$ cat src/rtl/poll_arb_pkg.sv
package poll_arb_pkg;
  typedef enum logic [2:0] {
    ST_ACTIVE = 3'd0,
    ST_STOP   = 3'd1,
    ST_GNT    = 3'd2,
    ST_HOLD   = 3'd3,
    ST_START  = 3'd4,
    ST_OFF    = 3'd5,
    ST_FAIL   = 3'd6
  } arb_st_e;

  localparam logic [1:0] STAT_RUN = 2'b11;
endpackage

$ cat src/rtl/poll_arb_tick.sv
module poll_arb_tick #(
  parameter int TICK_CYC = 50000
) (
  input  logic clk_i,
  input  logic rst_ni,
  input  logic clr_i,
  output logic tick_o
);
  localparam int PW = (TICK_CYC > 1) ? $clog2(TICK_CYC) : 1;
  localparam logic [PW-1:0] LAST = PW'(TICK_CYC - 1);

  logic [PW-1:0] pre_q;

  assign tick_o = (pre_q == LAST);

  always_ff @(posedge clk_i or negedge rst_ni) begin
    if (!rst_ni)              pre_q <= '0;
    else if (clr_i || tick_o) pre_q <= '0;
    else                      pre_q <= pre_q + 1'b1;
  end
endmodule

$ cat src/rtl/poll_arb_cnt.sv
module poll_arb_cnt #(
  parameter int CW = 10
) (
  input  logic          clk_i,
  input  logic          rst_ni,
  input  logic          clr_i,
  input  logic          inc_i,
  output logic [CW-1:0] cnt_o
);
  always_ff @(posedge clk_i or negedge rst_ni) begin
    if (!rst_ni)     cnt_o <= '0;
    else if (clr_i)  cnt_o <= '0;
    else if (inc_i)  cnt_o <= cnt_o + 1'b1;
  end
endmodule

$ cat src/rtl/poll_arb_fsm.sv
module poll_arb_fsm
  import poll_arb_pkg::*;
#(
  parameter int CW         = 10,
  parameter int MAX_CHECKS = 1000,
  parameter int IDLE_MS    = 10
) (
  input  logic          clk_i,
  input  logic          rst_ni,
  input  logic          req_i,
  input  logic [1:0]    poll_stat_i,
  input  logic          err_clr_i,
  input  logic          tick_i,
  input  logic [CW-1:0] cnt_i,
  output logic          chg_o,
  output logic          gnt_o,
  output logic          poll_en_o,
  output logic          poll_on_o,
  output logic          err_o
);
  localparam logic [CW-1:0] CHK_LAST  = CW'(MAX_CHECKS - 1);
  localparam logic [CW-1:0] IDLE_LAST = CW'(IDLE_MS - 1);

  arb_st_e st_q, st_d;
  logic    set_err;
  logic    run_seen;

  assign run_seen = (poll_stat_i == STAT_RUN);

  always_comb begin
    st_d    = st_q;
    set_err = 1'b0;
    unique case (st_q)
      ST_ACTIVE: if (req_i) st_d = ST_STOP;
      ST_STOP: if (tick_i) begin
        if (!run_seen) st_d = ST_GNT;
        else if (cnt_i == CHK_LAST) begin
          st_d    = ST_FAIL;
          set_err = 1'b1;
        end
      end
      ST_GNT: if (!req_i) st_d = ST_HOLD;
      ST_HOLD: begin
        if (req_i) st_d = ST_GNT;
        else if (tick_i && cnt_i == IDLE_LAST) st_d = ST_START;
      end
      // requests wait here until the engine confirms the restart
      ST_START: if (tick_i) begin
        if (run_seen) st_d = ST_ACTIVE;
        else if (cnt_i == CHK_LAST) begin
          st_d    = ST_OFF;
          set_err = 1'b1;
        end
      end
      ST_OFF:  if (req_i)  st_d = ST_GNT;
      ST_FAIL: if (!req_i) st_d = ST_ACTIVE;
      default: st_d = ST_ACTIVE;
    endcase
  end

  assign chg_o = (st_d != st_q);

  always_ff @(posedge clk_i or negedge rst_ni) begin
    if (!rst_ni) begin
      st_q  <= ST_ACTIVE;
      err_o <= 1'b0;
    end else begin
      st_q <= st_d;
      if (set_err)        err_o <= 1'b1;
      else if (err_clr_i) err_o <= 1'b0;
    end
  end

  assign gnt_o     = (st_q == ST_GNT);
  assign poll_en_o = (st_q == ST_ACTIVE) || (st_q == ST_START) || (st_q == ST_FAIL);
  assign poll_on_o = (st_q == ST_ACTIVE) || (st_q == ST_FAIL);
endmodule

$ cat src/rtl/poll_arbiter.sv
module poll_arbiter #(
  parameter int CLK_HZ     = 50_000_000,
  parameter int MAX_CHECKS = 1000,
  parameter int IDLE_MS    = 10
) (
  input  logic       clk_i,
  input  logic       rst_ni,
  input  logic       req_i,
  output logic       gnt_o,
  output logic       poll_en_o,
  input  logic [1:0] poll_stat_i,
  output logic       poll_on_o,
  output logic       err_o,
  input  logic       err_clr_i
);
  localparam int TICK_CYC = (CLK_HZ / 1000 > 0) ? CLK_HZ / 1000 : 1;
  localparam int CNT_MAX  = (MAX_CHECKS > IDLE_MS) ? MAX_CHECKS : IDLE_MS;
  localparam int CW       = (CNT_MAX > 1) ? $clog2(CNT_MAX + 1) : 1;

  logic          tick;
  logic          chg;
  logic [CW-1:0] cnt;

  poll_arb_tick #(.TICK_CYC(TICK_CYC)) u_tick (
    .clk_i  (clk_i),
    .rst_ni (rst_ni),
    .clr_i  (chg),
    .tick_o (tick)
  );

  poll_arb_cnt #(.CW(CW)) u_cnt (
    .clk_i  (clk_i),
    .rst_ni (rst_ni),
    .clr_i  (chg),
    .inc_i  (tick),
    .cnt_o  (cnt)
  );

  poll_arb_fsm #(
    .CW         (CW),
    .MAX_CHECKS (MAX_CHECKS),
    .IDLE_MS    (IDLE_MS)
  ) u_fsm (
    .clk_i       (clk_i),
    .rst_ni      (rst_ni),
    .req_i       (req_i),
    .poll_stat_i (poll_stat_i),
    .err_clr_i   (err_clr_i),
    .tick_i      (tick),
    .cnt_i       (cnt),
    .chg_o       (chg),
    .gnt_o       (gnt_o),
    .poll_en_o   (poll_en_o),
    .poll_on_o   (poll_on_o),
    .err_o       (err_o)
  );
endmodule

$ cat config.mk
export PLATFORM = sky130hd
export DESIGN_NAME = poll_arbiter
export DESIGN_NICKNAME = d
export VERILOG_FILES = /design/src/rtl/poll_arb_pkg.sv /design/src/rtl/poll_arb_tick.sv /design/src/rtl/poll_arb_cnt.sv /design/src/rtl/poll_arb_fsm.sv /design/src/rtl/poll_arbiter.sv
export SDC_FILE = /design/constraint.sdc
export NUM_CORES = 1
export LEC_CHECK = 0
export ABC_AREA = 1
export BUFFER_PORTS_ARGS = -buffer_cell sky130_fd_sc_hd__buf_2
export CAP_MARGIN = 20
export CORE_MARGIN = 2
export CORE_UTILIZATION = 30
export DETAILED_ROUTE_END_ITERATION = 12
export PLACE_DENSITY = 0.5
export SYNTH_ARGS = -nofsm -noshare
export SYNTH_HDL_FRONTEND = slang
export SYNTH_SLANG_ARGS = --single-unit
$ cat constraint.sdc
create_clock -name clk_i -period 2.45 [get_ports clk_i]
set_input_delay 0.3675 -clock clk_i [delete_from_list [all_inputs] [get_ports clk_i]]
set_output_delay 0.3675 -clock clk_i [all_outputs]
set_load 0.02 [all_outputs]
* Yosys cells after proc, flatten, opt, wreduce, memory -nomap -nowiden
Index checks and enable logic that the tools add are counted.
Widths: inputs -> output; s select.
** Word-level totals
- Flip-flop bits (word level) :: 30
- Output and inout port bits :: 4
- Input bits :: 6
- Word-level logic and storage cells :: 49
** Operators by class
- Equality and inequality tests :: 11
- $add $sub $neg :: 2
- Mux-type cells :: 24
- Reduce and logical (&&, ||, !) cells :: 8
** Operator list (count)
- $mux 3 :: 12
- $pmux 3 s7 :: 1
- $mux 10 :: 2
- $add 16x1->16 const B :: 1
- $eq 16x16->1 const B :: 1
- $mux 16 :: 1
- $add 10x1->10 const B :: 1
- $eq 10x10->1 const B :: 1
- $eq 10x4->1 const B :: 1
- $eq 3x3->1 const B :: 3
- $mux 1 :: 7
- $eq 3x2->1 const B :: 2
- $logic_or 1x1->1 :: 4
- $reduce_bool 2->1 :: 2
- $eq 3x1->1 const B :: 1
- $logic_not 3->1 :: 1
- $ne 3x3->1 :: 1
- $eq 2x2->1 const B :: 1
- $pmux 1 s2 :: 1
- $logic_and 1x1->1 :: 1

* Logic depth before layout (Yosys ltp)
- Word-level depth :: 8
- Mapped depth :: 15
- Mapped depth without buffers :: 14

* Modules after synthesis
A second synthesis with hierarchy kept.
** Second synthesis, totals
- Cells, all modules :: 293
- Area total of the unflattened synthesis :: 2015.7 um^2
** Modules (own cells, without submodules)
- poll_arb_tick :: area each 960.9 um^2, seq. area each 400.4 um^2, cells each 123, times used 1
- poll_arb_cnt :: area each 545.5 um^2, seq. area each 250.2 um^2, cells each 73, times used 1
- poll_arb_fsm :: area each 509.2 um^2, seq. area each 100.1 um^2, cells each 97, times used 1

* Worst setup path before layout
OpenSTA, ideal clock, no wires.
- Kind :: reg-to-reg
- Start :: register u_fsm.st_q[0]
- End :: register u_tick.pre_q[9]
- Path buffers :: 1
- Data required time :: 2.382 ns
- Clock period less this slack :: 1.941 ns
- Cell stages (with the launch flop) :: 9
- Path slack :: 0.509 ns
- Setup time :: 0.068 ns
- Arrival time :: 1.872 ns
- Path through :: dfrtp_1 -> nor3_1 -> a21oi_1 -> nand4_1 -> nand2_2 -> nor2_4 -> nand3_4 -> buf_12 -> nor2_4
** On the way
- Elaborated cells between the ends (all ways) :: 23
- Those cells by class :: eq/ne (7); mux (14); reduce/logical (2)
** RTL lines
- from (decl) :: line poll_arb_fsm.sv:24 : arb_st_e st_q, st_d;
- from (signal assigned) :: line poll_arb_fsm.sv:68 : st_q <= st_d;
- $eq 3x2->1
- net gnt_o :: line poll_arbiter.sv:9 : output logic gnt_o,
- $pmux 3 s7 :: line poll_arb_fsm.sv:33 : unique case (st_q)
- $ne 3x3->1 :: line poll_arb_fsm.sv:61 : assign chg_o = (st_d != st_q);
- $logic_or 1x1->1 :: line poll_arb_tick.sv:18 : else if (clr_i || tick_o) pre_q <= '0;
- $mux 16 :: line poll_arb_tick.sv:18
- to (signal assigned) :: line poll_arb_tick.sv:19 : else pre_q <= pre_q + 1'b1;
- to (decl) :: line poll_arb_tick.sv:12 : logic [PW-1:0] pre_q;
The timed path passes the listed nets, and every way through them passes these cells.
A chain may end at the register's enable or synchronous reset.

* Worst setup path after layout
- Start :: register u_tick.pre_q[0]
- End :: register u_tick.pre_q[3]
** On the way
- Cells in the longest elaborated chain, start to end :: 8
- Elaborated cells between the ends (all ways) :: 11
- Those cells by class :: add/sub (1); eq/ne (2); mux (6); reduce/logical (2)
** Ends and longest elaborated chain
- $eq 16x16->1 (*) :: line poll_arb_tick.sv:14 : assign tick_o = (pre_q == LAST);
- $logic_and 1x1->1 :: line poll_arb_fsm.sv:45 : else if (tick_i && cnt_i == IDLE_LAST) st_d = ST_START;
- $mux 3 :: line poll_arb_fsm.sv:45
- $mux 3 :: line poll_arb_fsm.sv:44 : if (req_i) st_d = ST_GNT;
- $pmux 3 s7 (*) :: line poll_arb_fsm.sv:33
- net u_fsm.st_d[1] :: line poll_arb_fsm.sv:24
- $ne 3x3->1 (*) :: line poll_arb_fsm.sv:61
- $logic_or 1x1->1 (*) :: line poll_arb_tick.sv:18
- $mux 16 (*) :: line poll_arb_tick.sv:18
Mark *: on every way through the listed nets, which the timed path passes. The rest lies on a longest branch.

==> impl_metrics.toml <==
[power_and_ir_drop]
p_leak_nw = 0.986
p_per_area_mw_per_mm2 = 785
ir_worst_vdd_mv = 0.362

[logic_synthesis]
synthFlopType = "dfrtp_1"
syn_inst = 244
synth_edf_count = 0
ys_seq_area_share_pct = 38.7
synthArstFlopShare_pct = 100
syn-cell-area_sq_mm = 0.00194
syn_area_per_cell_sq_um = 7.95
syn_nets = 253
ys_warn_count = 0
synthDistinctLibCells = 25
ys_ff_latch = 30

[worst_setup_path]
required_ns = 2.67
crit_chain = "ha_1, nand2_1, nor2_2, nand3_1, nor2_2, nand2_1, nand2_2, nand3_2, nand2_1, nand2_2, nor2_4, nand3_4, buf_12, nor2_1"
worst-path-buf-inv = 1
path_max_fanout = 8
critPathArrivalTime_ns = 2.31
crit_type = "register to register"
r2r_start = "u_tick.pre_q[0]"
crit_slowest_cell = "dfrtp_1"
worstSetupEndpointType = "register"
crit_family = "simple AND/OR/NAND/NOR gates"
worstSetupStartpointType = "register"
crit_top_cell = "nand2_1"
cp_slowest_stage_delay_ns = 0.37
startpoint = "u_tick.pre_q[0]"
ff2ff_path_depth = 14
cp.depth = 14

[sta]
rsz0062_at_grt = "false"
hold_slack_ns = 0.120
setup_viol_count_final = 0
worst_pin_slew_ns = 0.686
finalMaxSlewViolations = 0
fin_crit_sh_pct = 85.4
fin_worst_skew_ns = 0.00498
period_minus_slack_ns = 2.09
setup_ws_ns = 0.359
tns_ns = 0
max_freq_ghz = 0.478
hold_viol = 0
relSlewSlack_pct = 54.3

[cts]
cts-resized-gates = 0
clk-insertion-delay-late_ns = 0.28
h-tree-depth = 2
cts_max_path_buffers = 2
cts_sinks = 30
cts_root_buffer = "clkbuf_8"
clk_pin_slew_worst_paths_ns = 0.07
numCtsBuffers = 5
post-cts-setup-buffers = 0
cts_hold_buffers = 0
cts_tree = "built"

[placed_design]
placed_cell_area_sq_mm = 0.00206
portBuffers = 9
post-place-ws_ns = 0.202
gp_congestion = 0.779
hpwlAfterDp_microns = 2810
dp_cells = 329

[final_layout]
final_common_cell = "nand2_1"
instances_no_fill = 340
layout.nets = 271
num_antenna_cells = 0
stdcell_area_sq_mm = 0.00221
synthToLayoutAreaGrowth_pct = 13.7
nFillCells = 687
layout-drive-gt1-share_pct = 21.3
final_cell_mix = "44 x nand2_1, 42 x nor2_1, 30 x inv_1, 30 x dfrtp_1, 18 x nand3_1"

[global_route]
grt_pass1_vias = 1517
antenna_found_initial = 0
grt_max_degree = 31
overflow = 0
grtUsageTotal_pct = 12.3
grt_pass1_wl_microns = 7010

[route]
dr.pass1.iters = 4
drt_iter0_drc = 62
drc_errors = 0
routed_via_density = 4.39
met1_length_microns = 1880
wl_microns = 3790
wl_met2_microns = 1700
wl_met3_microns = 156
wl_per_cell_microns = 11.1
routed.top_layer = "met4"
dr_total_vias = 1493
antenna_left = 0

[floorplanning]
die_area_sq_mm = 0.00712
num_rows = 29
coreArea_sq_mm = 0.00631
floorplan.die.width_microns = 84.4
die_h_microns = 84.4
io_pins = 10
start_util_pct = 30.7

[flow_run]
maxCapViolCount = 0

[status]
outcome = "completed"

[hold_path]
hold_class = "primary input to async pin"
per-stage QoR:
step	total power [mW]	utilization (%)
floorplan	1.09	-
global placement	1.17	32.6
detailed placement	1.16	32.6
CTS	1.65	34.4
global route	1.85	34.9
finish	1.73	34.9
final timing paths:
check	to	slack, ns
worst max-delay path	u_tick.pre_q[3]	0.36
worst min-delay path	u_tick.pre_q[4]	0.12
worst max register to register	u_tick.pre_q[3]	0.36
worst min register to register	u_tick.pre_q[0]	0.45
max in group asynchronous	u_tick.pre_q[0]	1.88
min in group clk_i	u_fsm.err_o	0.32
cells by family after synthesis:
group	share of synthesized area (%)
adders and majority gates	1.94
and+or+nand+nor	39.2
xor gates and xnor gates	8.13
buffers and inverters	7.42
AOI/OAI and AO/OA	4.58
DFF	38.7
metal layers:
| layer | global-route usage [%] | vias to the layer above |
|---|---|---|
| li1 | - | 799 |
| met1 | 16.5 | 666 |
| met2 | 18.7 | 23 |
| met3 | 3.54 | 5 |
| met4 | 4.76 | 0 |
| met5 | 0 | - |
area by class of cell:
class                   instances  area (sq um)  area share [%]
inverters                      33           124            5.62
flip-flops and latches         30           751            34.0
repair buffers                 12          80.1            3.63
multi-input cells             180          1040            47.4
well taps                      77          96.3            4.37
clock buffers                   8           110            4.99
sequential cells by signal (all words and copies together), names as in the netlist:
register	cells
u_fsm.err_o	1
u_cnt.cnt_o	10
u_tick.pre_q	16
u_fsm.st_q	3
Yosys cell counts (2+ instances only):
cell type	instances	area [sq um]
nor3_1	3	15.0
ha_1	3	37.5
nand2_1	44	165
nand2_2	9	56.3
xnor2_1	3	26.3
xor2_1	15	131
nor2_2	4	25.0
nand3_2	2	20.0
nand3_1	18	90.1
a21oi_1	3	15.0
inv_1	30	113
nor2_4	13	146
nor2_1	42	158
inv_2	3	11.3
dfrtp_1	30	751
nand4_1	9	56.3
o21ai_0	5	25.0
worst reg2reg max path: cells and delay by family, from the launching register on:
kind | cells | cell delay [ns]
and+or+nand+nor | 12 | 1.25
DFF | 1 | 0.37
adders and majority gates | 1 | 0.23
buffers and inverters | 1 | 0.18
power by group:
part	switching (mW)	internal [mW]	leakage, nW
logic	0.448	0.239	0.515
registers	0.0391	0.526	0.414
clock network	0.195	0.284	0.0575
total	0.683	1.05	0.986
No activity file was read; power rests on OpenSTA's default activity.
